**src/rtl/fp4br_pkg.sv**
```systemverilog
package fp4br_pkg;
  localparam logic [5:0] OP_COP1  = 6'b010001;
  localparam logic [4:0] SUB_ANY4 = 5'b01010;

  typedef struct packed {
    logic [5:0]  op;
    logic [4:0]  sub;
    logic [2:0]  grp_sel;
    logic        nd_ign;
    logic        sense;
    logic [15:0] off;
  } br_word_t;
endpackage

```
**src/rtl/fp4br_decode.sv**
```systemverilog
module fp4br_decode
  import fp4br_pkg::*;
#(
  parameter int GROUP = 4
) (
  input  logic        valid_i,
  input  logic [31:0] instr_i,
  output logic        hit_o,
  output logic [2:0]  sel_o,
  output logic        sense_o,
  output logic [15:0] off_o,
  output logic        mis_o
);
  localparam int GRP_LSB = $clog2(GROUP);

  br_word_t w;
  assign w       = br_word_t'(instr_i);
  assign hit_o   = valid_i && (w.op == OP_COP1) && (w.sub == SUB_ANY4);
  assign sel_o   = w.grp_sel;
  assign sense_o = w.sense;
  assign off_o   = w.off;
  assign mis_o   = |w.grp_sel[GRP_LSB-1:0];
endmodule

```
**src/rtl/fp4br_cond.sv**
```systemverilog
module fp4br_cond #(
  parameter int NUM_FLAGS = 8,
  parameter int GROUP     = 4
) (
  input  logic [NUM_FLAGS-1:0]         flags_i,
  input  logic [$clog2(NUM_FLAGS)-1:0] sel_i,
  input  logic                         sense_i,
  output logic                         cond_o
);
  localparam int NUM_GRP = NUM_FLAGS / GROUP;
  localparam int SEL_W   = $clog2(NUM_FLAGS);
  localparam int GRP_LSB = $clog2(GROUP);

  logic [NUM_GRP-1:0] any_set, all_set;

  for (genvar g = 0; g < NUM_GRP; g++) begin : g_grp
    assign any_set[g] = |flags_i[g*GROUP +: GROUP];
    assign all_set[g] = &flags_i[g*GROUP +: GROUP];
  end

  logic [SEL_W-GRP_LSB-1:0] gi;
  assign gi     = sel_i[SEL_W-1:GRP_LSB];
  // false sense: some flag is clear
  assign cond_o = sense_i ? any_set[gi] : ~all_set[gi];
endmodule

```
**src/rtl/fp4br_target.sv**
```systemverilog
module fp4br_target #(
  parameter int AW = 32,
  parameter int OW = 16
) (
  input  logic [AW-1:0] pc_i,
  input  logic [OW-1:0] off_i,
  output logic [AW-1:0] tgt_o
);
  localparam int EXT = AW - OW - 2;

  logic [AW-1:0] disp;
  assign disp  = {{EXT{off_i[OW-1]}}, off_i, 2'b00};
  // base is the delay-slot address
  assign tgt_o = pc_i + AW'(4) + disp;
endmodule

```
**src/rtl/fp4_branch_resolver.sv**
```systemverilog
module fp4_branch_resolver #(
  parameter int NUM_FLAGS = 8,
  parameter int GROUP     = 4,
  parameter int AW        = 32
) (
  input  logic                 clk_i,
  input  logic                 rst_ni,
  input  logic                 valid_i,
  input  logic [31:0]          instr_i,
  input  logic [AW-1:0]        pc_i,
  input  logic [NUM_FLAGS-1:0] flags_i,
  input  logic                 cop_usable_i,
  output logic                 recog_o,
  output logic                 taken_o,
  output logic [AW-1:0]        target_o,
  output logic                 misalign_o,
  output logic                 cop_unusable_o,
  output logic                 redirect_o,
  output logic [AW-1:0]        redirect_pc_o
);
  localparam int SEL_W = $clog2(NUM_FLAGS);

  logic        hit, sense, mis, cond;
  logic [2:0]  sel;
  logic [15:0] off;
  logic [AW-1:0] tgt;

  logic          pend_q, redir_q;
  logic [AW-1:0] tgt_q, redir_pc_q;

  fp4br_decode #(.GROUP(GROUP)) u_dec (
    .valid_i (valid_i),
    .instr_i (instr_i),
    .hit_o   (hit),
    .sel_o   (sel),
    .sense_o (sense),
    .off_o   (off),
    .mis_o   (mis)
  );

  fp4br_cond #(.NUM_FLAGS(NUM_FLAGS), .GROUP(GROUP)) u_cond (
    .flags_i (flags_i),
    .sel_i   (sel[SEL_W-1:0]),
    .sense_i (sense),
    .cond_o  (cond)
  );

  fp4br_target #(.AW(AW), .OW(16)) u_tgt (
    .pc_i  (pc_i),
    .off_i (off),
    .tgt_o (tgt)
  );

  assign recog_o        = hit;
  assign cop_unusable_o = hit && !cop_usable_i;
  assign misalign_o     = hit && cop_usable_i && mis;
  assign taken_o        = hit && cop_usable_i && !mis && cond && !pend_q;
  assign target_o       = tgt;
  assign redirect_o     = redir_q;
  assign redirect_pc_o  = redir_pc_q;

  // redirect lands after the delay-slot step is consumed
  always_ff @(posedge clk_i or negedge rst_ni) begin
    if (!rst_ni) begin
      pend_q     <= 1'b0;
      tgt_q      <= '0;
      redir_q    <= 1'b0;
      redir_pc_q <= '0;
    end else begin
      redir_q <= 1'b0;
      if (valid_i) begin
        if (pend_q) begin
          pend_q     <= 1'b0;
          redir_q    <= 1'b1;
          redir_pc_q <= tgt_q;
        end else if (taken_o) begin
          pend_q <= 1'b1;
          tgt_q  <= tgt;
        end
      end
    end
  end
endmodule

```
**config.mk**
```make
export PLATFORM = sky130hd
export DESIGN_NAME = fp4_branch_resolver
export DESIGN_NICKNAME = d
export VERILOG_FILES = /design/src/rtl/fp4br_pkg.sv /design/src/rtl/fp4br_decode.sv /design/src/rtl/fp4br_cond.sv /design/src/rtl/fp4br_target.sv /design/src/rtl/fp4_branch_resolver.sv
export SDC_FILE = /design/constraint.sdc
export NUM_CORES = 1
export LEC_CHECK = 0
export ABC_CLOCK_PERIOD_IN_PS = 2400
export BUFFER_PORTS_ARGS = -buffer_cell sky130_fd_sc_hd__clkbuf_2
export CAP_MARGIN = 40
export CELL_PAD_IN_SITES_DETAIL_PLACEMENT = 0
export CELL_PAD_IN_SITES_GLOBAL_PLACEMENT = 1
export CORE_AREA = 2 2 137 139
export CTS_CLUSTER_DIAMETER = 80
export DETAILED_ROUTE_END_ITERATION = 8
export DIE_AREA = 0 0 139 141
export PLACE_DENSITY_LB_ADDON = 0.1
export SLEW_MARGIN = 10
export SYNTH_ARGS = -nofsm -noshare
export SYNTH_HDL_FRONTEND = slang
export SYNTH_SLANG_ARGS = --single-unit
```
**constraint.sdc**
```tcl
create_clock -name clk_i -period 2.4 [get_ports clk_i]
set_input_delay 0.24 -clock clk_i [delete_from_list [all_inputs] [get_ports clk_i]]
set_output_delay 0.24 -clock clk_i [all_outputs]
set_load 0.1 [all_outputs]
```
# Word level (Yosys, flattened, before mapping)
# Index checks and enable logic that the tools add are counted.
[word_totals]
register_bits = 66
input_bits = 76
output_inout_bits = 69
wordCells = 38
[classes]
n_addsub = 2
n_lt_le_gt_ge = 1
n_eq_ne = 2
mux = 9
n_bitwise = 2
reduce_logical = 18
[op_table]
columns = ["op", "n"]
rows = [
  ["adder 32 x 3 -> 32 bit, second input constant", 1],
  ["adder 32 bit", 1],
  ["two-way mux 1 bit", 9],
  ["logical AND 1 bit", 8],
  ["AND reduction 4 bit", 2],
  ["OR reduction 4 bit", 2],
  ["== test 6 x 5 -> 1 bit, second input constant", 1],
  ["== test 5 x 4 -> 1 bit, second input constant", 1],
  ["zero test 1 bit", 3],
  ["AND reduction 3 bit", 1],
  ["< comparator 1 x 2 -> 1 bit, second input constant", 1],
  ["NOT 1 bit", 2],
  ["AND reduction 2 bit", 1],
  ["OR reduction 2 bit", 1],
]

# Logic depth before layout (Yosys ltp)
# Gate-level depths: netlist (run 1).
[logic_depth]
word_depth = 9
depth_mapped = 12
depth_no_buf = 12

# Hierarchy
# From an unflattened synthesis (run 1), not the netlist that was laid out.
[unflattened]
hier_cells = 449
hier_area_um2 = 4813.4
[by_module_without_submodules]
columns = ["mod", "n_inst", "cells_per_inst", "area_each_um2"]
rows = [
  ["fp4_branch_resolver", 1, 146, 2488.6],
  ["fp4br_target", 1, 269, 2070.7],
  ["fp4br_decode", 1, 25, 195.2],
  ["fp4br_cond", 1, 9, 58.8],
]

# Least setup slack after synthesis (run 1)
# OpenSTA, ideal clock, no wires.
[synth_path]
kind = "input to register"
from = "in instr_i[1]"
to = "reg tgt_q[31]"
arrival_time_ns = 4.098
required_ns = 2.324
setup_slack_ns = -1.773
stages = 10
path_buffers = 0
cell_sequence = "ha_1 > ha_1 > fa_1 > a211oi_1 > o21ai_0 > a21o_1 > a21oi_1 > o41ai_1 > xnor2_1 > mux2_2"
[synth_via]
elab_chain_cells = 1
[synth_lines]
columns = ["element", "line", "source"]
rows = [
  ["start: declaration", "fp4_branch_resolver.sv:9", "input logic [31:0] instr_i,"],
  ["adder 32 bit", "fp4br_target.sv:14", "assign tgt_o = pc_i + AW'(4) + disp;"],
  ["via target_o[31]", "fp4_branch_resolver.sv:15", "output logic [AW-1:0] target_o,"],
  ["end signal: assignment", "fp4_branch_resolver.sv:78", "tgt_q <= tgt;"],
  ["end: declaration", "fp4_branch_resolver.sv:29", "logic [AW-1:0] tgt_q, redir_pc_q;"],
]
# The timed path passes the listed nets, and every way through them passes these cells.
# A chain may end at the register's enable or synchronous reset.

# Worst setup path in the final report (run 1)
[layout_path]
from = "in instr_i[1]"
to = "out target_o[31]"
[layout_via]
elab_chain_cells = 1
[layout_lines]
columns = ["element", "line"]
rows = [
  ["adder 32 bit", "fp4br_target.sv:14"],
  ["end: declaration", "fp4_branch_resolver.sv:15"],
]
# No other way between the ends.

==> report_table.html, run 1 <==
<table>
<tr><th>Metric</th><th>Value</th></tr>
<tr><th colspan="2">Outcome</th></tr>
<tr><td>Run status</td><td>finished, violations left</td></tr>
<tr><td>Violated checks</td><td>negative setup slack</td></tr>
<tr><th colspan="2">Final layout</th></tr>
<tr><td>Fill cell count</td><td>1712</td></tr>
<tr><td>Final layout net count</td><td>795</td></tr>
<tr><td>Synth-to-layout area growth</td><td>94.2%</td></tr>
<tr><td>Footprint of the flip-flops and latches</td><td>1650 um^2</td></tr>
<tr><td>Area used by multi-input combinational logic</td><td>4180 um^2</td></tr>
<tr><td>Number of diodes added for antenna fixing</td><td>0</td></tr>
<tr><td>Cell area after layout</td><td>8680 um^2</td></tr>
<tr><td>Share of cells above drive strength 1</td><td>70.5%</td></tr>
<tr><th colspan="2">Critical path</th></tr>
<tr><td>Delay-heaviest family, CP</td><td>compound AO/OA/AOI/OAI gates</td></tr>
<tr><td>Cells on worst reg2reg path</td><td>4</td></tr>
<tr><td>R2R setup slack</td><td>0.74 ns</td></tr>
<tr><td>Category of the most critical setup path</td><td>input port to primary output</td></tr>
<tr><td>Critical Path Fanout Max</td><td>3</td></tr>
<tr><td>Critical Path, Cell by Cell</td><td>buf_6, ha_4, ha_4, fa_2, a211oi_4, o21ai_2, a21o_2, a21oi_4, o41ai_4, xnor2_4, buf_12</td></tr>
<tr><td>Critical path startpoint category</td><td>input port</td></tr>
<tr><td>Startpoint of the worst-slack reg-to-reg timing path</td><td>pend_q</td></tr>
<tr><td>Reg-to-Reg End</td><td>tgt_q[5]</td></tr>
<tr><td>Crit end category</td><td>primary output</td></tr>
<tr><td>Top cell by count, worst path</td><td>sky130_fd_sc_hd__ha_4</td></tr>
<tr><td>Arr. time, crit path</td><td>2.54 ns</td></tr>
<tr><td>Slowest library cell on the worst path</td><td>sky130_fd_sc_hd__fa_2</td></tr>
<tr><td>Maximum cell stage delay along the critical path</td><td>0.39 ns</td></tr>
<tr><td>Critical Path RT</td><td>2.16 ns</td></tr>
<tr><td>Sum of buffers and inverters on the critical path</td><td>2</td></tr>
<tr><th colspan="2">Floorplan</th></tr>
<tr><td>Standard-cell rows</td><td>50</td></tr>
<tr><td>Starting density of the core</td><td>24.5%</td></tr>
<tr><td>Die extent in y</td><td>141 um</td></tr>
<tr><td>I/O pins</td><td>145</td></tr>
<tr><td>Core Footprint</td><td>18300 um^2</td></tr>
<tr><td>Total Die Area</td><td>19600 um^2</td></tr>
<tr><td>Die X</td><td>139 um</td></tr>
<tr><th colspan="2">Clocking</th></tr>
<tr><td>Number of buffers created by CTS</td><td>9</td></tr>
<tr><td>Worst-path clk slew</td><td>0.05 ns</td></tr>
<tr><td>Number of sinks driven by the clock tree</td><td>66</td></tr>
<tr><td>Max H-tree Level</td><td>3</td></tr>
<tr><td>Max clock buf depth</td><td>2</td></tr>
<tr><td>CTS tree</td><td>yes</td></tr>
<tr><td>Clock Root Buffer</td><td>sky130_fd_sc_hd__clkbuf_16</td></tr>
<tr><td>Worst-Skew Late Latency</td><td>0.33 ns</td></tr>
<tr><th colspan="2">Place</th></tr>
<tr><td>Number of buffer cells added on primary ports</td><td>143</td></tr>
<tr><td>Dpl cell area</td><td>7630 um^2</td></tr>
<tr><td>DP Wirelength</td><td>11.0 mm</td></tr>
<tr><td>Routability Congestion</td><td>0.791</td></tr>
<tr><th colspan="2">Route</th></tr>
<tr><td>WL per Instance</td><td>15.5 um</td></tr>
<tr><td>Post-detailed-routing wire length</td><td>13.9 mm</td></tr>
<tr><td>DRT iter0 DRCs</td><td>81</td></tr>
<tr><td>First-pass iteration count of the detailed router</td><td>4</td></tr>
<tr><td>Vias after detailed routing</td><td>4068</td></tr>
<tr><td>Vias/cell</td><td>4.53</td></tr>
<tr><td>Residual DRC</td><td>0</td></tr>
<tr><td>Final antenna-violating net count</td><td>0</td></tr>
<tr><th colspan="2">STA</th></tr>
<tr><td>Total count of max-transition violations in the final report</td><td>0</td></tr>
<tr><td>Relative slew margins</td><td>61.7%</td></tr>
<tr><td>Setup clock skew after layout</td><td>0.00602 ns</td></tr>
<tr><td>Post-layout worst setup margin</td><td>-0.384 ns</td></tr>
<tr><td>Worst Hold Slack</td><td>0.172 ns</td></tr>
<tr><td>Hold violation count in the final report</td><td>0</td></tr>
<tr><td>Setup TNS</td><td>-5.58 ns</td></tr>
<tr><td>Worst slew pin tran</td><td>0.577 ns</td></tr>
<tr><td>Number of endpoints failing setup at the final stage</td><td>24</td></tr>
<tr><td>Period Utilization, post-route</td><td>116%</td></tr>
<tr><td>Fin crit period</td><td>2.78 ns</td></tr>
<tr><td>Unrepaired setup endpoints after global routing</td><td>true</td></tr>
<tr><td>Highest clock frequency the design can meet</td><td>0.359 GHz</td></tr>
<tr><th colspan="2">GRT</th></tr>
<tr><td>Pin count of the biggest net entering global routing</td><td>49</td></tr>
<tr><td>Vias in the first global route</td><td>4366</td></tr>
<tr><td>Global-route congestion overflow total</td><td>0</td></tr>
<tr><td>Global-route wire length before repair</td><td>22.5 mm</td></tr>
<tr><td>GRT Util Overall</td><td>14.4%</td></tr>
<tr><td>Antenna violations before repair</td><td>0</td></tr>
<tr><th colspan="2">Synth</th></tr>
<tr><td>Gate count after technology mapping</td><td>406</td></tr>
<tr><td>Leading register cell type out of synthesis</td><td>sky130_fd_sc_hd__dfrtp_1</td></tr>
<tr><td>Sequential share of the synthesized area</td><td>36.9%</td></tr>
<tr><td>Fraction of post-synthesis cell area in the top cell type by area</td><td>36.9%</td></tr>
<tr><td>Syn_area_per_cell</td><td>11.0 um^2</td></tr>
<tr><td>Number of register bits inferred by synthesis</td><td>66</td></tr>
<tr><td>Most repeated cell in the gate-level netlist after synthesis</td><td>sky130_fd_sc_hd__dfrtp_1</td></tr>
<tr><td>Area of the mapped netlist</td><td>4470 um^2</td></tr>
<tr><td>Number of library cell types mapped by synthesis</td><td>47</td></tr>
<tr><td>Post-synth top cells</td><td>sky130_fd_sc_hd__dfrtp_1 (66), sky130_fd_sc_hd__mux2_2 (63), sky130_fd_sc_hd__ha_1 (57), sky130_fd_sc_hd__a21oi_1 (31), sky130_fd_sc_hd__nand2_1 (18)</td></tr>
<tr><td>Fraction of synthesis flops using an asynchronous set or reset pin</td><td>100%</td></tr>
<tr><td>Syn Nets</td><td>540</td></tr>
<tr><td>Area contributors post-synth</td><td>sky130_fd_sc_hd__dfrtp_1 (37%), sky130_fd_sc_hd__ha_1 (16%), sky130_fd_sc_hd__mux2_2 (16%), sky130_fd_sc_hd__a21oi_1 (3.5%), sky130_fd_sc_hd__xnor2_1 (3.1%)</td></tr>
<tr><td>EDFF count, synth</td><td>0</td></tr>
<tr><td>Number of warnings printed during yosys synthesis</td><td>0</td></tr>
<tr><td>Synth area leader</td><td>sky130_fd_sc_hd__dfrtp_1</td></tr>
<tr><th colspan="2">Pwr</th></tr>
<tr><td>VDD IR-drop max</td><td>0.501 mV</td></tr>
<tr><td>Power Dens Cells</td><td>708 nW/um^2</td></tr>
<tr><td>Total power</td><td>6.15 mW</td></tr>
<tr><td>Leakage component of the power</td><td>4.09 nW</td></tr>
<tr><th colspan="2">Flow run</th></tr>
<tr><td>Max-capacitance violation count</td><td>0</td></tr>
<tr><th colspan="2">Worst hold path</th></tr>
<tr><td>Capture endpoint of the worst hold path</td><td>tgt_q[0]</td></tr>
<tr><td>Hold WC Path Type</td><td>input port to register</td></tr>
<tr><td>Start point of the worst hold path</td><td>pc_i[0]</td></tr>
<tr><td>Hold Path Stages</td><td>2</td></tr>
</table>
-- layout make-up --
class	instances	area share (%)
Clock buffer	12	3.07
Multi-Input combinational cell	314	48.1
Clock inverter	2	0.692
Timing Repair Buffer	261	25.4
Inverter	9	0.389
Sequential cell	66	19.0
Tap cell	234	3.37
-- timing repair --
action | in CTS | in global routing
hold buffers | 1 | 0
gates cloned | 1 | 0
resized for setup | 48 | 41
endpoints found under the hold margin | 18 | 0
setup buffers | 19 | 10
pin swaps | 45 | 27
setup endpoints to repair | 33 | 34
-- where the power goes --
| part | switching [mW] | internal [mW] |
|---|---|---|
| registers | 0.000429 | 1.11 |
| clock network | 0.454 | 0.982 |
| logic | 2.05 | 1.55 |
-- kinds of logic after synthesis --
logic type | after synthesis | synth area share [%]
xor+xnor | 28 | 5.49
compound gates | 88 | 12.5
simple gates | 74 | 8.96
flops | 66 | 36.9
mux | 66 | 16.9
fa+ha+maj | 58 | 16.4
buf+inv | 26 | 2.77
-- metal layers --
metal | vias to the layer above | global-route usage (%) | routed length, um
met5 | - | 0 | 0
met4 | 0 | 4.47 | 159
met3 | 9 | 2.21 | 431
met2 | 78 | 24.9 | 7110
met1 | 1972 | 18.5 | 6240
li1 | 2009 | - | -
-- registers in the layout, indices dropped and copies added, names as in the netlist --
register       count
redirect_o         1
pend_q             1
tgt_q             32
redirect_pc_o     32
-- how the worst max path moves through the flow --
stage                           start            to  cells past startpoint
after floorplan            instr_i[1]     tgt_q[31]                     10
after global placement     instr_i[1]  target_o[27]                     12
after detailed placement   instr_i[1]  target_o[27]                     12
after CTS                  instr_i[1]  target_o[29]                     12
after global routing      instr_i[15]  target_o[29]                     13
final                      instr_i[1]  target_o[31]                     11
-- metrics by stage --
stage / util, % / worst slack (ns) / cells
global route: 47.5 / -0.498 / 898
finish: 47.5 / -0.384 / 898
CTS: 46.1 / -0.438 / 891
floorplan: - / -0.556 / 406
detailed placement: 41.8 / -0.600 / 857
global placement: 41.6 / -0.569 / 856
-- cells in the final DEF, fill, tap and decap left out, types with 3 or more instances in the layout --
cell	instances
sky130_fd_sc_hd__clkbuf_8	3
sky130_fd_sc_hd__o21a_1	4
sky130_fd_sc_hd__a21oi_1	16
sky130_fd_sc_hd__nor2_1	10
sky130_fd_sc_hd__buf_12	30
sky130_fd_sc_hd__nand2_1	15
sky130_fd_sc_hd__nand3_1	4
sky130_fd_sc_hd__clkbuf_16	10
sky130_fd_sc_hd__a21oi_4	9
sky130_fd_sc_hd__xor2_4	10
sky130_fd_sc_hd__nor2b_1	3
sky130_fd_sc_hd__xnor2_4	15
sky130_fd_sc_hd__nand4_1	12
sky130_fd_sc_hd__a21oi_2	6
sky130_fd_sc_hd__mux2_4	15
sky130_fd_sc_hd__clkbuf_2	111
sky130_fd_sc_hd__dfrtp_1	66
sky130_fd_sc_hd__ha_1	12
sky130_fd_sc_hd__a21o_1	13
sky130_fd_sc_hd__buf_4	93
sky130_fd_sc_hd__inv_1	6
sky130_fd_sc_hd__o21bai_1	3
sky130_fd_sc_hd__mux2_2	49
sky130_fd_sc_hd__o21ai_2	4
sky130_fd_sc_hd__buf_6	23
sky130_fd_sc_hd__o21bai_4	3
sky130_fd_sc_hd__o21ai_0	8
sky130_fd_sc_hd__ha_4	44
sky130_fd_sc_hd__inv_2	3
Power figures use the tool's default switching activity.
==> run 2, diff against run 1 <==
==> constraint.sdc (replaced) <==
create_clock -name clk_i -period 2.4 [get_ports clk_i]
set_input_delay 0.24 -clock clk_i [delete_from_list [all_inputs] [get_ports clk_i]]
set_output_delay 0.24 -clock clk_i [all_outputs]
set_load 0.01 [all_outputs]
==> run 2 against run 1 <==
The flow still finishes with violations (negative setup slack). Combinational power shrank 48%. Hold slack lost 0.0075 ns. Via count shrank 0.20%. Clock skew grew 0.00079 ns. Cell count shrank 1.1%. Sequential power is essentially flat. Non-clock buffer count shrank 12. Flip-flop and latch count is the same. Core utilization shrank 6.0 points. Power shrank 29%. Critical path type unchanged.
==> report_table.html, run 2 (synthesis gave the netlist of run 1 again) <==
<table>
<tr><th>Metric</th><th>Value</th></tr>
<tr><th colspan="2">Outcome</th></tr>
<tr><td>Run status</td><td>finished, violations left</td></tr>
<tr><td>Violated checks</td><td>negative setup slack</td></tr>
<tr><th colspan="2">GRT</th></tr>
<tr><td>Pin count of the biggest net entering global routing</td><td>67</td></tr>
<tr><td>Antenna violations before repair</td><td>0</td></tr>
<tr><td>GRT Util Overall</td><td>14.1%</td></tr>
<tr><td>Vias in the first global route</td><td>4397</td></tr>
<tr><td>Global-route wire length before repair</td><td>22.3 mm</td></tr>
<tr><td>Global-route congestion overflow total</td><td>0</td></tr>
<tr><th colspan="2">Critical path</th></tr>
<tr><td>Critical Path RT</td><td>2.16 ns</td></tr>
<tr><td>Reg-to-Reg End</td><td>tgt_q[30]</td></tr>
<tr><td>Critical Path, Cell by Cell</td><td>buf_8, ha_4, ha_4, fa_2, a211oi_4, o21ai_4, a31oi_4, a21oi_4, a311oi_2, xnor2_1, buf_2</td></tr>
<tr><td>Critical Path Fanout Max</td><td>2</td></tr>
<tr><td>Crit end category</td><td>primary output</td></tr>
<tr><td>Maximum cell stage delay along the critical path</td><td>0.37 ns</td></tr>
<tr><td>Top cell by count, worst path</td><td>sky130_fd_sc_hd__ha_4</td></tr>
<tr><td>Cells on worst reg2reg path</td><td>5</td></tr>
<tr><td>Startpoint of the worst-slack reg-to-reg timing path</td><td>pend_q</td></tr>
<tr><td>R2R setup slack</td><td>0.62 ns</td></tr>
<tr><td>Slowest library cell on the worst path</td><td>sky130_fd_sc_hd__fa_2</td></tr>
<tr><td>Critical path startpoint category</td><td>input port</td></tr>
<tr><td>Arr. time, crit path</td><td>2.45 ns</td></tr>
<tr><td>Category of the most critical setup path</td><td>input port to primary output</td></tr>
<tr><th colspan="2">STA</th></tr>
<tr><td>Post-layout worst setup margin</td><td>-0.294 ns</td></tr>
<tr><td>Unrepaired setup endpoints after global routing</td><td>true</td></tr>
<tr><td>Worst Hold Slack</td><td>0.165 ns</td></tr>
<tr><td>Hold violation count in the final report</td><td>0</td></tr>
<tr><td>Relative slew margins</td><td>68.7%</td></tr>
<tr><td>Fin crit period</td><td>2.69 ns</td></tr>
<tr><td>Setup clock skew after layout</td><td>0.00680 ns</td></tr>
<tr><td>Worst slew pin tran</td><td>0.464 ns</td></tr>
<tr><td>Highest clock frequency the design can meet</td><td>0.371 GHz</td></tr>
<tr><td>Number of endpoints failing setup at the final stage</td><td>21</td></tr>
<tr><td>Period Utilization, post-route</td><td>112%</td></tr>
<tr><td>Total count of max-transition violations in the final report</td><td>0</td></tr>
<tr><th colspan="2">Route</th></tr>
<tr><td>WL per Instance</td><td>15.5 um</td></tr>
<tr><td>Residual DRC</td><td>0</td></tr>
<tr><td>Final antenna-violating net count</td><td>0</td></tr>
<tr><td>DRT iter0 DRCs</td><td>127</td></tr>
<tr><td>First-pass iteration count of the detailed router</td><td>4</td></tr>
<tr><td>Vias/cell</td><td>4.57</td></tr>
<tr><td>Post-detailed-routing wire length</td><td>13.8 mm</td></tr>
<tr><td>Vias after detailed routing</td><td>4060</td></tr>
<tr><th colspan="2">Clocking</th></tr>
<tr><td>Number of sinks driven by the clock tree</td><td>66</td></tr>
<tr><td>Worst-Skew Late Latency</td><td>0.33 ns</td></tr>
<tr><td>Max H-tree Level</td><td>3</td></tr>
<tr><td>Number of buffers created by CTS</td><td>9</td></tr>
<tr><td>Max clock buf depth</td><td>2</td></tr>
<tr><td>Worst-path clk slew</td><td>0.05 ns</td></tr>
<tr><td>CTS tree</td><td>yes</td></tr>
<tr><td>Clock Root Buffer</td><td>sky130_fd_sc_hd__clkbuf_16</td></tr>
<tr><th colspan="2">Pwr</th></tr>
<tr><td>VDD IR-drop max</td><td>0.301 mV</td></tr>
<tr><td>Total power</td><td>4.35 mW</td></tr>
<tr><td>Power Dens Cells</td><td>574 nW/um^2</td></tr>
<tr><td>Leakage component of the power</td><td>3.74 nW</td></tr>
<tr><th colspan="2">Place</th></tr>
<tr><td>Number of placed instances with taps included</td><td>844</td></tr>
<tr><td>Number of buffer cells added on primary ports</td><td>143</td></tr>
<tr><td>Routability Congestion</td><td>0.778</td></tr>
<tr><td>DP Wirelength</td><td>10.5 mm</td></tr>
<tr><th colspan="2">Final layout</th></tr>
<tr><td>Fraction of the core area covered by cells at the end of the flow</td><td>41.6%</td></tr>
<tr><td>Final layout net count</td><td>783</td></tr>
<tr><td>Most common cell after layout, fill and taps aside</td><td>sky130_fd_sc_hd__clkbuf_2</td></tr>
<tr><td>Number of diodes added for antenna fixing</td><td>0</td></tr>
<tr><td>Share of cells above drive strength 1</td><td>65.4%</td></tr>
<tr><td>Number of standard cells in the layout, taps in and fillers out</td><td>888</td></tr>
<tr><td>Most frequent cells in the layout</td><td>sky130_fd_sc_hd__clkbuf_2 (115), sky130_fd_sc_hd__buf_4 (91), sky130_fd_sc_hd__dfrtp_1 (66)</td></tr>
<tr><td>Synth-to-layout area growth</td><td>69.8%</td></tr>
<tr><th colspan="2">Floorplan</th></tr>
<tr><td>Core Footprint</td><td>18300 um^2</td></tr>
<tr><td>Standard-cell rows</td><td>50</td></tr>
<tr><td>Die X</td><td>139 um</td></tr>
<tr><td>Die extent in y</td><td>141 um</td></tr>
<tr><td>Starting density of the core</td><td>24.5%</td></tr>
<tr><td>Total Die Area</td><td>19600 um^2</td></tr>
<tr><td>I/O pins</td><td>145</td></tr>
<tr><th colspan="2">Worst hold path</th></tr>
<tr><td>Hold Path Stages</td><td>2</td></tr>
<tr><td>Hold WC Path Type</td><td>input port to register</td></tr>
<tr><td>Start point of the worst hold path</td><td>pc_i[1]</td></tr>
<tr><td>Capture endpoint of the worst hold path</td><td>tgt_q[1]</td></tr>
<tr><th colspan="2">Flow run</th></tr>
<tr><td>Max-capacitance violation count</td><td>0</td></tr>
</table>
-- run 2: report_power, final --
group          internal, mW  total [mW]  switching [mW]
clock                 0.918        1.37           0.456
sequential             1.11        1.12        0.000395
combinational         0.990        1.87           0.875
-- run 2: layer usage --
metal  vias up  track usage, %  part of all wire, %
li1       1983               -                    -
met1      1966            18.5                   46
met2        97            23.0                   47
met3        14            3.40                  5.3
met4         0            4.78                  1.8
met5         -               0                    0
-- run 2: worst max-delay path by stage --
| stage | startpoint | slack [ns] | to |
|---|---|---|---|
| CTS | pc_i[6] | -0.38 | target_o[28] |
| detailed placement | instr_i[15] | -0.48 | target_o[30] |
| global placement | instr_i[1] | -0.47 | target_o[29] |
| global route | pc_i[3] | -0.40 | target_o[31] |
| finish | pc_i[3] | -0.29 | target_o[29] |
| floorplan | instr_i[1] | -0.06 | tgt_q[29] |
-- run 2: cell type report --
cell class	instances	area, um^2
sequential	66	1650
fill	1812	10700
inverter	9	33.8
clock inverter	1	30.0
clock buffer	15	288
tap	234	293
timing repair buffer	249	1690
multi-input combinational	314	3610
-- run 2: per-stage QoR --
stage | cell area, um^2 | setup WS, ns | setup TNS [ns]
2_1_floorplan | 4720 | -0.0630 | -0.0630
5_1_grt | 7590 | -0.398 | -5.45
4_1_cts | 7200 | -0.376 | -4.64
3_3_place_gp | 6210 | -0.473 | -11.78
6_report | 7590 | -0.294 | -3.19
3_5_place_dp | 6210 | -0.476 | -11.54
-- run 2: timing repair --
action / in CTS / in global routing
endpoints found under the hold margin: 66 / 0
setup buffers: 21 / 16
resized for setup: 84 / 75
hold buffers: 1 / 0
pin swaps: 49 / 43
endpoints found under the setup margin: 26 / 33
-- run 2: critical path, delay by kind of cell --
family	cells	cell delay, ns
compound gates	5	0.97
xor+xnor	1	0.20
fa+ha+maj	3	0.76
buf+inv	2	0.28
==> run 3, diff against run 2 <==
--- a/config.mk
+++ b/config.mk
@@ -12,9 +12,11 @@
 export CELL_PAD_IN_SITES_GLOBAL_PLACEMENT = 1
 export CORE_AREA = 2 2 137 139
 export CTS_CLUSTER_DIAMETER = 80
+export CTS_CLUSTER_SIZE = 25
 export DETAILED_ROUTE_END_ITERATION = 8
 export DIE_AREA = 0 0 139 141
 export PLACE_DENSITY_LB_ADDON = 0.1
+export RECOVER_POWER = 25
 export SLEW_MARGIN = 10
 export SYNTH_ARGS = -nofsm -noshare
 export SYNTH_HDL_FRONTEND = slang
==> run 3 against run 2 <==
The run ends with max-capacitance violations, max-slew violations, negative setup slack left. Sequential power hardly changed. Routed wire length shrank 0.30%. Count of clock-buffer cells in the layout stayed put. Critical path type unchanged. Critical endpoint unchanged. Highest routed layer unchanged.
==> report_table.html, run 3 (synthesis gave the netlist of run 1 again) <==
<table>
<tr><th>Metric</th><th>Value</th></tr>
<tr><th colspan="2">Clocking</th></tr>
<tr><td>Number of buffers created by CTS</td><td>9</td></tr>
<tr><td>Worst-path clk slew</td><td>0.05 ns</td></tr>
<tr><td>Clock Root Buffer</td><td>sky130_fd_sc_hd__clkbuf_16</td></tr>
<tr><td>Max clock buf depth</td><td>2</td></tr>
<tr><td>Number of sinks driven by the clock tree</td><td>66</td></tr>
<tr><td>Worst-Skew Late Latency</td><td>0.33 ns</td></tr>
<tr><td>CTS tree</td><td>yes</td></tr>
<tr><td>Max H-tree Level</td><td>3</td></tr>
<tr><th colspan="2">GRT</th></tr>
<tr><td>Global-route congestion overflow total</td><td>0</td></tr>
<tr><td>Antenna violations before repair</td><td>0</td></tr>
<tr><td>Pin count of the biggest net entering global routing</td><td>67</td></tr>
<tr><td>GRT Util Overall</td><td>14.1%</td></tr>
<tr><td>Global-route wire length before repair</td><td>22.3 mm</td></tr>
<tr><td>Vias in the first global route</td><td>4397</td></tr>
<tr><th colspan="2">Critical path</th></tr>
<tr><td>Startpoint of the worst-slack reg-to-reg timing path</td><td>pend_q</td></tr>
<tr><td>R2R setup slack</td><td>0.62 ns</td></tr>
<tr><td>Cells on worst reg2reg path</td><td>5</td></tr>
<tr><td>Critical Path RT</td><td>2.16 ns</td></tr>
<tr><td>Crit end category</td><td>primary output</td></tr>
<tr><td>Category of the most critical setup path</td><td>input port to primary output</td></tr>
<tr><td>Critical path origin</td><td>pc_i[3]</td></tr>
<tr><td>Reg-to-Reg End</td><td>tgt_q[30]</td></tr>
<tr><td>Critical Path Fanout Max</td><td>2</td></tr>
<tr><td>Capture point of the critical path</td><td>target_o[29]</td></tr>
<tr><td>Critical path startpoint category</td><td>input port</td></tr>
<tr><td>Arr. time, crit path</td><td>2.45 ns</td></tr>
<tr><th colspan="2">Pwr</th></tr>
<tr><td>VDD IR-drop max</td><td>0.301 mV</td></tr>
<tr><td>Leakage component of the power</td><td>3.73 nW</td></tr>
<tr><td>Power Dens Cells</td><td>574 nW/um^2</td></tr>
<tr><td>Total power</td><td>4.35 mW</td></tr>
<tr><th colspan="2">STA</th></tr>
<tr><td>Setup TNS</td><td>-3.17 ns</td></tr>
<tr><td>Post-layout worst setup margin</td><td>-0.289 ns</td></tr>
<tr><td>Total count of max-transition violations in the final report</td><td>67</td></tr>
<tr><td>Number of endpoints failing setup at the final stage</td><td>21</td></tr>
<tr><td>Hold violation count in the final report</td><td>0</td></tr>
<tr><td>Worst Hold Slack</td><td>0.165 ns</td></tr>
<tr><td>Highest clock frequency the design can meet</td><td>0.372 GHz</td></tr>
<tr><td>Worst slew pin tran</td><td>1.66 ns</td></tr>
<tr><td>Fin crit period</td><td>2.69 ns</td></tr>
<tr><td>Unrepaired setup endpoints after global routing</td><td>true</td></tr>
<tr><td>Period Utilization, post-route</td><td>112%</td></tr>
<tr><td>Setup clock skew after layout</td><td>0.00719 ns</td></tr>
<tr><td>Relative slew margins</td><td>-10.6%</td></tr>
<tr><th colspan="2">Worst hold path</th></tr>
<tr><td>Hold WC Path Type</td><td>input port to register</td></tr>
<tr><th colspan="2">Final layout</th></tr>
<tr><td>Most common cell after layout, fill and taps aside</td><td>sky130_fd_sc_hd__clkbuf_2</td></tr>
<tr><td>Final layout net count</td><td>783</td></tr>
<tr><td>Cell area after layout</td><td>7570 um^2</td></tr>
<tr><td>Most frequent cells in the layout</td><td>sky130_fd_sc_hd__clkbuf_2 (114), sky130_fd_sc_hd__buf_4 (91), sky130_fd_sc_hd__dfrtp_1 (66)</td></tr>
<tr><td>Synth-to-layout area growth</td><td>69.4%</td></tr>
<tr><td>Share of cells above drive strength 1</td><td>65.1%</td></tr>
<tr><td>Number of diodes added for antenna fixing</td><td>0</td></tr>
<tr><th colspan="2">Floorplan</th></tr>
<tr><td>Die X</td><td>139 um</td></tr>
<tr><td>Total Die Area</td><td>19600 um^2</td></tr>
<tr><td>Die extent in y</td><td>141 um</td></tr>
<tr><td>Standard-cell rows</td><td>50</td></tr>
<tr><td>I/O pins</td><td>145</td></tr>
<tr><td>Starting density of the core</td><td>24.5%</td></tr>
<tr><td>Core Footprint</td><td>18300 um^2</td></tr>
<tr><th colspan="2">Place</th></tr>
<tr><td>Routability Congestion</td><td>0.778</td></tr>
<tr><td>DP Wirelength</td><td>10.5 mm</td></tr>
<tr><td>Number of buffer cells added on primary ports</td><td>143</td></tr>
<tr><td>Dpl cell area</td><td>6210 um^2</td></tr>
<tr><th colspan="2">Route</th></tr>
<tr><td>Residual DRC</td><td>0</td></tr>
<tr><td>DRT iter0 DRCs</td><td>128</td></tr>
<tr><td>Vias/cell</td><td>4.59</td></tr>
<tr><td>Post-detailed-routing wire length</td><td>13.8 mm</td></tr>
<tr><td>First-pass iteration count of the detailed router</td><td>4</td></tr>
<tr><td>Final antenna-violating net count</td><td>0</td></tr>
<tr><td>Vias after detailed routing</td><td>4072</td></tr>
<tr><td>WL per Instance</td><td>15.5 um</td></tr>
<tr><th colspan="2">Outcome</th></tr>
<tr><td>Violated checks</td><td>max-capacitance violations, max-slew violations, negative setup slack</td></tr>
<tr><td>Run status</td><td>finished, violations left</td></tr>
<tr><th colspan="2">Flow run</th></tr>
<tr><td>Max-capacitance violation count</td><td>1</td></tr>
</table>
## run 3: worst max-delay path, cell delays in order
cell                       delay, ns
sky130_fd_sc_hd__buf_8          0.10
sky130_fd_sc_hd__ha_4           0.23
sky130_fd_sc_hd__ha_4           0.16
sky130_fd_sc_hd__fa_2           0.37
sky130_fd_sc_hd__a211oi_4       0.27
sky130_fd_sc_hd__o21ai_4        0.10
sky130_fd_sc_hd__a31oi_4        0.21
sky130_fd_sc_hd__a21oi_4        0.10
sky130_fd_sc_hd__a311oi_2       0.29
sky130_fd_sc_hd__xnor2_1        0.19
sky130_fd_sc_hd__buf_2          0.17
## run 3: where the power goes
group,switching (mW),total [mW],internal (mW)
clock network,0.455,1.37,0.918
registers,0.000398,1.12,1.11
logic,0.872,1.86,0.987
total,1.33,4.35,3.02
## run 3: layout make-up
cell class / count / area, um^2
multi-input combinational: 314 / 3610
clock buffer: 15 / 288
fill: 1816 / 10700
inverter: 9 / 33.8
timing repair buffer: 249 / 1670
sequential: 66 / 1650
clock inverter: 1 / 30.0
tap: 234 / 293
## run 3: worst min path at each step
| stage | startpoint | to | slack [ns] | depth (start not counted) |
|---|---|---|---|---|
| 2_1_floorplan | rst_ni | pend_q | -0.06 | 0 |
| 3_3_place_gp | rst_ni | tgt_q[29] | 0.28 | 2 |
| 3_5_place_dp | rst_ni | tgt_q[29] | 0.29 | 2 |
| 4_1_cts | pc_i[1] | tgt_q[1] | 0.15 | 2 |
| 5_1_grt | pc_i[1] | tgt_q[1] | 0.17 | 2 |
| 6_report | pc_i[1] | tgt_q[1] | 0.16 | 2 |
## run 3: timing repair
item,CTS,global route
pin swaps,49,43
gates cloned,0,0
buffers inserted,21,16
endpoints found under the hold margin,66,0
setup endpoints to repair,26,33
hold buffers,1,0
gates resized for setup,84,75
## run 3: per-layer routing
layer,global-route usage (%),part of all wire [%],wire length [um]
met2,23.0,47,6510
met4,4.78,1.8,246
met1,18.5,45,6250
met5,0,0,0
met3,3.40,5.4,747
## run 3: metrics by stage
step                      util, %  instances  worst slack, ns
final                        41.5        888           -0.289
after detailed placement     34.0        844           -0.476
after global placement       34.0        844           -0.473
after CTS                    39.4        879           -0.376
after floorplan                 -        406          -0.0630
after global routing         41.5        888           -0.398
